<file path="src/rtl/bsig_pkg.sv">
`timescale 1ns/100ps
package bsig_pkg;
  parameter int unsigned SIG_W = 8;
  typedef logic [SIG_W-1:0] sig_t;
  typedef enum logic {GEN_PRPG = 1'b0, GEN_COUNT = 1'b1} gen_mode_e;

  // Fibonacci left shift, feedback from masked taps into bit 0
  function automatic sig_t lfsr_next(input sig_t s, input sig_t taps);
    return {s[SIG_W-2:0], ^(s & taps)};
  endfunction

  function automatic sig_t misr_next(input sig_t s, input sig_t taps, input sig_t d);
    return lfsr_next(s, taps) ^ d;
  endfunction

  function automatic sig_t count_next(input sig_t s);
    return s + sig_t'(1);
  endfunction
endpackage

</file>
<file path="src/rtl/bsig_in_side.sv">
`timescale 1ns/100ps
module bsig_in_side
  import bsig_pkg::*;
#(
  parameter sig_t TAPS = sig_t'(8'hB8)
) (
  input  logic tck,
  input  logic rst_n,
  input  logic shift_ev,
  input  logic step_ev,
  input  logic ser_in,
  input  sig_t pins,
  output sig_t sig,
  output logic ser_out
);
  always_ff @(posedge tck or negedge rst_n) begin
    if (!rst_n)        sig <= '0;
    else if (shift_ev) sig <= {ser_in, sig[SIG_W-1:1]};
    else if (step_ev)  sig <= misr_next(sig, TAPS, pins);
  end

  assign ser_out = sig[0];

  // no event, no change
  a_r9_in_hold: assert property (@(posedge tck) disable iff (!rst_n)
    (!shift_ev && !step_ev) |=> $stable(sig));
  // serial entry lands in the top stage
  a_r2_in_entry: assert property (@(posedge tck) disable iff (!rst_n)
    shift_ev |=> sig[SIG_W-1] == $past(ser_in));
endmodule

</file>
<file path="src/rtl/bsig_out_side.sv">
`timescale 1ns/100ps
module bsig_out_side
  import bsig_pkg::*;
#(
  parameter sig_t TAPS = sig_t'(8'hB8)
) (
  input  logic tck,
  input  logic rst_n,
  input  logic shift_ev,
  input  logic step_ev,
  input  logic mode,
  input  logic ser_in,
  output sig_t pat,
  output logic ser_out
);
  gen_mode_e gmode;
  sig_t      gen_val;

  assign gmode = gen_mode_e'(mode);

  always_comb begin
    unique case (gmode)
      GEN_COUNT: gen_val = count_next(pat);
      default:   gen_val = lfsr_next(pat, TAPS);
    endcase
  end

  always_ff @(posedge tck or negedge rst_n) begin
    if (!rst_n)        pat <= '0;
    else if (shift_ev) pat <= {ser_in, pat[SIG_W-1:1]};
    else if (step_ev)  pat <= gen_val;
  end

  assign ser_out = pat[0];

  // count mode wraps 0xFF to 0x00
  a_r6_wrap: assert property (@(posedge tck) disable iff (!rst_n)
    (step_ev && gmode == GEN_COUNT && pat == '1) |=> pat == '0);
  // zero state is a fixed point of the generator
  a_r8_zero_lock: assert property (@(posedge tck) disable iff (!rst_n)
    (step_ev && gmode == GEN_PRPG && pat == '0) |=> pat == '0);

  a_r9_out_hold: assert property (@(posedge tck) disable iff (!rst_n)
    (!shift_ev && !step_ev) |=> $stable(pat));
endmodule

</file>
<file path="src/rtl/bsig_shadow.sv">
`timescale 1ns/100ps
module bsig_shadow
  import bsig_pkg::*;
(
  input  logic tck,
  input  logic rst_n,
  input  logic load,
  input  sig_t d,
  output sig_t q
);
  always_ff @(negedge tck or negedge rst_n) begin
    if (!rst_n)    q <= '0;
    else if (load) q <= d;
  end

  // a load on the falling edge captures the stage value
  a_r7_shadow_load: assert property (@(negedge tck) disable iff (!rst_n)
    load |=> q == $past(d));
  a_r7_shadow_hold: assert property (@(negedge tck) disable iff (!rst_n)
    !load |=> $stable(q));
endmodule

</file>
<file path="src/rtl/bsig_engine.sv">
`timescale 1ns/100ps
module bsig_engine
  import bsig_pkg::*;
#(
  parameter sig_t TAPS = sig_t'(8'hB8)
) (
  input  logic             tck,
  input  logic             rst_n,
  input  logic             scan_en,
  input  logic             tdi,
  input  logic             run_en,
  input  logic             mode,
  input  logic [SIG_W-1:0] pin_in,
  output logic             tdo,
  output logic [SIG_W-1:0] core_out,
  output logic [SIG_W-1:0] pin_out
);
  logic shift_ev, step_ev, step_q, link;
  sig_t sig, pat;

  assign shift_ev = scan_en;
  assign step_ev  = run_en & ~scan_en;

  // marks that the last rising edge was a test step
  always_ff @(posedge tck or negedge rst_n) begin
    if (!rst_n) step_q <= 1'b0;
    else        step_q <= step_ev;
  end

  bsig_in_side #(.TAPS(TAPS)) in_i (
    .tck(tck), .rst_n(rst_n), .shift_ev(shift_ev), .step_ev(step_ev),
    .ser_in(tdi), .pins(pin_in), .sig(sig), .ser_out(link));

  bsig_out_side #(.TAPS(TAPS)) out_i (
    .tck(tck), .rst_n(rst_n), .shift_ev(shift_ev), .step_ev(step_ev),
    .mode(mode), .ser_in(link), .pat(pat), .ser_out(tdo));

  bsig_shadow in_sh_i  (.tck(tck), .rst_n(rst_n), .load(step_q), .d(sig), .q(core_out));
  bsig_shadow out_sh_i (.tck(tck), .rst_n(rst_n), .load(step_q), .d(pat), .q(pin_out));

  // chain advances by one toward tdo
  a_r2_chain: assert property (@(posedge tck) disable iff (!rst_n)
    shift_ev |=> tdo == $past(pat[1]));
  // scan leaves shadows alone
  a_r2_shadow_frozen: assert property (@(posedge tck) disable iff (!rst_n)
    $past(shift_ev) |-> !step_q);
  // after a step the input shadow tracks the signature by the next rising edge
  a_r4_core_follows: assert property (@(posedge tck) disable iff (!rst_n)
    step_q |-> core_out == sig);
endmodule

</file>
<file path="config.mk">
export PLATFORM = sky130hd
export DESIGN_NAME = bsig_engine
export DESIGN_NICKNAME = d
export VERILOG_FILES = /design/src/rtl/bsig_pkg.sv /design/src/rtl/bsig_in_side.sv /design/src/rtl/bsig_out_side.sv /design/src/rtl/bsig_shadow.sv /design/src/rtl/bsig_engine.sv
export SDC_FILE = /design/constraint.sdc
export NUM_CORES = 1
export LEC_CHECK = 0
export BUFFER_PORTS_ARGS = -buffer_cell sky130_fd_sc_hd__buf_2
export CAP_MARGIN = 20
export CELL_PAD_IN_SITES_DETAIL_PLACEMENT = 1
export CELL_PAD_IN_SITES_GLOBAL_PLACEMENT = 2
export CORE_MARGIN = 2
export CORE_UTILIZATION = 40
export DETAILED_ROUTE_END_ITERATION = 10
export GPL_TIMING_DRIVEN = 0
export PLACE_DENSITY_LB_ADDON = 0.1
export SLEW_MARGIN = 25
export SYNTH_ARGS = -nofsm -noshare
export SYNTH_HDL_FRONTEND = slang
export SYNTH_HIERARCHICAL = 1
export SYNTH_SLANG_ARGS = --single-unit
</file>
<file path="constraint.sdc">
create_clock -name tck -period 2.36 [get_ports tck]
set_input_delay 0.59 -clock tck [delete_from_list [all_inputs] [get_ports tck]]
set_output_delay 0.59 -clock tck [all_outputs]
set_load 0.02 [all_outputs]
</file>
Yosys cells after proc, flatten, opt, wreduce, memory -nomap -nowiden. Index checks and enable logic that the tools add are counted.

Flip-flop bits (word level): 33. Bits in latches: 0. Memory bits (writable): 0. Memory bits (read-only): 0. Input port bits: 14. Output and inout bits: 17. Memories: 0.

$add $sub $neg: 1. Multipliers: 0. Divide/modulo/power cells: 0. $lt $le $gt $ge: 0. Equality and inequality tests: 0. Shift-type cells: 0. Muxes and demuxes: 5. Bitwise logic cells: 3. Reductions and logical operators: 3.

Operators by type and width (count): $mux W8 (5); $reduce_xor A8 Y1 (2); $add A8 B1 Y8 const B (1); $xor A8 B8 Y8 (1); $reduce_bool A2 Y1 (1); $and A1 B1 Y1 (1); $not A1 Y1 (1).

Logic depth before layout (Yosys ltp).
Depth after elaboration: 4. Mapped depth: 6. Depth with buffers taken out: 4.

By module. The synthesis kept the hierarchy.

Modules (own cells, without submodules): bsig_out_side (instances 1, cells each 73, area an instance 670.6 sq um); bsig_shadow (instances 2, cells each 17, area an instance 331.6 sq um); bsig_in_side (instances 1, cells each 47, area an instance 486.7 sq um); bsig_engine (instances 1, cells each 2, area an instance 38.8 sq um).

==> impl_metrics.toml <==
[final_layout]
multi_input_area_um2 = 927
antenna_cells = 0
syn2layout_area_growth_pct = 29.3
register_area_um2 = 826
nFillCells = 483
final_cells = 261
num-nets-final = 224
drive_gt1_share_pct = 40.2

[yosys]
synth_fa_ha_area_share_pct = 1.35
synth_seq_cells = 33
synth-simple-area-share_pct = 14.1
synth_cell_types = 43
avgSynthCellArea_um2 = 11.9
ys_seq_area_share_pct = 44.4
synth_xor_area_share_pct = 7.20
netlist_area_mm2 = 0.00186
synth.area.mux_share_pct = 17.2
syn_nets = 172
synth_top_area_share_pct = 22.9
ys_async_sr_fraction_pct = 100
yosys_warnings = 6
syn_inst = 156
synth.area.top_cells = "dfrtp_1 (23%), dfrtn_1 (22%), mux2_4 (13%)"
synth_top_flop_cell = "dfrtp_1"
synth_edf_count = 0
synth-compound-area-share_pct = 10.0
synth_top_family_by_area = "multiplexers"
yosys.area.top_type = "dfrtp_1"

[critical_path]
path_cells = "buf_6"
reg2reg_slack_ns = 0.16
critical_path_required_ns = 1.77
worstRegToRegCells = 2
worst_setup_path_start_kind = "flop"
r2r_start = "step_q"
cp_top_family = "flip-flops"
timing.rr.end = "out_sh_i/q[3]"
crit_fanout = 2
path_buf_inv = 1
slowest_stage = "dfrtn_1"
crit_type = "flop to output port"
cp.depth = 1
cp_data_arrival_time_ns = 2.04
cp-end-kind = "output port"
slowest_delay_ns = 0.43

[floorplanning]
start_util_pct = 42.1
die_height_um = 72.2
coreArea_mm2 = 0.00441
die_w_um = 72.2
row_count = 24
dieArea_mm2 = 0.00521
design.portCount = 31

[placed_design]
port-buffer-count = 30
dpl.hpwl_mm = 2.80
dpl.cell_count = 238
gp_congestion = 0.781

[timing]
tightest_slew_ns = 0.750
rsz0062_at_grt = "true"
slew_headroom_pct = 50.0
setup_viol = 16
final_hold_viol_count = 0
finClkSkew_ns = 0.0148
slew_violations = 0
setup_ws_ns = -0.266

[outcome]
violations = "setup timing"
outcome = "finished, violations left"

[power_and_ir_drop]
power_mw = 2.25
pwr-share-clk_pct = 24.4
p_switching_uw = 686
p_leak_nw = 1.18
p_seq_share_pct = 37.9
power_frac_comb_pct = 37.6
p_int_mw = 1.56
switching_share_pct = 30.5
ir_drop_mv = 0.410
power_density_mw_per_mm2 = 935

[global_routing]
overflow = 0
grt_pass1_wl_mm = 7.02
grt_pass1_vias = 1427
antenna_found_initial = 0
grt_max_degree = 34
track_usage_pct = 17.7

[job]
maxCapViolations = 0

[cts]
numClockSinks = 33
clkTransAtPathRegs_ns = 0.07
clock_latency_ns = 0.29
cts-buffers-inserted = 5
cts_tree = "built"
cts_root_buf = "clkbuf_8"
cts_buffer_depth = 2
htree_levels = 2

[drt]
routed_wl_mm = 4.38
vias = 1387
ant_nets = 0
route.detailed.drc = 0
drt-vias-per-instance = 5.31
drt_pass1_iterations = 4
drt_iter0_markers = 51
wl_per_cell_um = 16.8

[hold_path]
hold_path_class = "primary input to asynchronous set/reset pin"
## per-stage QoR
stage	hold slack [ns]	setup WS [ns]	area, um2	utilization [%]	setup TNS [ns]
after floorplan	0.294	0.103	1860	-	0
after global placement	0.449	0.0395	2070	47.0	0
after detailed placement	0.450	0.0158	2070	47.0	0
after CTS	0.391	-0.274	2370	53.6	-4.10
after global routing	0.422	-0.296	2400	54.5	-4.46
final	0.370	-0.266	2400	54.5	-4.00
## repair_timing
item	4_1_cts	5_1_grt
endpoints found under the setup margin	16	16
hold endpoints to repair	0	0
pin swaps	0	0
buffers inserted	10	5
cloned	0	0
hold buffers	0	0
gates resized for setup	32	0
## power groups by stage
| stage | combinational, mW | clock [mW] | sequential [mW] |
|---|---|---|---|
| floorplan | 0.366 | 0 | 0.918 |
| global placement | 0.622 | 0 | 0.833 |
| detailed placement | 0.637 | 0 | 0.847 |
| CTS | 0.811 | 0.563 | 0.851 |
| global route | 0.912 | 0.581 | 0.872 |
| finish | 0.846 | 0.549 | 0.853 |
## worst reg2reg max path, stage by stage, from the launching register on
cell and delay (ns):
dfrtp_1 0.38, buf_6 0.18, mux2_4 0.32
## state kept, by name, summed over array words and instances (netlist names)
signal and cells:
in_i/sig 8, in_sh_i/q 8, out_i/pat 8, out_sh_i/q 8, step_q 1
## metal layers
metal / up-vias / track usage (%) / part of all wire (%)
met4: 0 / 6.29 / 1.5
li1: 663 / - / -
met5: - / 0 / 0
met1: 685 / 24.7 / 48
met2: 32 / 26.9 / 46
met3: 7 / 4.03 / 3.9
## synthesized netlist by cell type, types with 2 or more instances
cell       n
a22o_1     2
dfrtp_1   17
xor2_1     9
o21ai_1    3
mux2_4    16
nor2b_1    4
mux2i_1    8
nor3b_1    2
nand4_1    2
buf_6      3
nand2_1   10
ha_1       2
dfrtn_1   16
o21ai_0    7
buf_2      4
o31ai_1    2
and3b_1    3
o211ai_1   3
nand3_1    3
buf_4      6
a31oi_1    2
or4_1      2
a21oi_1    4
nor2_1     4
o221ai_1   2
nand2b_1   3
## kinds of logic after synthesis
group,count (synthesis)
flops,33
mux,24
compound gates,29
fa+ha+maj,2
simple gates,41
buf+inv,15
xor+xnor,12
## final cells by class
cell class | instances | share of cell area [%]
multi-input combinational | 108 | 38.6
sequential | 33 | 34.4
timing repair buffer | 45 | 15.1
buffer | 14 | 4.27
clock buffer | 7 | 3.59
tap | 52 | 2.71
clock inverter | 1 | 1.25
inverter | 1 | 0.156
## worst max-delay path by stage
stage | start | end
final | out_sh_i/q[0] | pin_out[0]
after detailed placement | in_sh_i/q[4] | core_out[4]
after CTS | out_sh_i/q[0] | pin_out[0]
after global routing | out_sh_i/q[0] | pin_out[0]
after floorplan | in_sh_i/q[0] | core_out[0]
after global placement | out_sh_i/q[3] | pin_out[3]
## layout by cell type (no fill, tap or decap), types with 4 or more instances in the layout
cell type,Yosys,final
nor2b_1,4,4
xor2_1,9,9
nand2_1,10,10
mux2i_1,8,8
buf_4,6,21
clkbuf_8,0,6
a21oi_1,4,4
buf_2,4,18
buf_6,3,19
mux2_4,16,16
dfrtn_1,16,16
nor2_1,4,4
o21ai_0,7,7
dfrtp_1,17,17
Note: power is estimated with default switching activity, not from simulation.
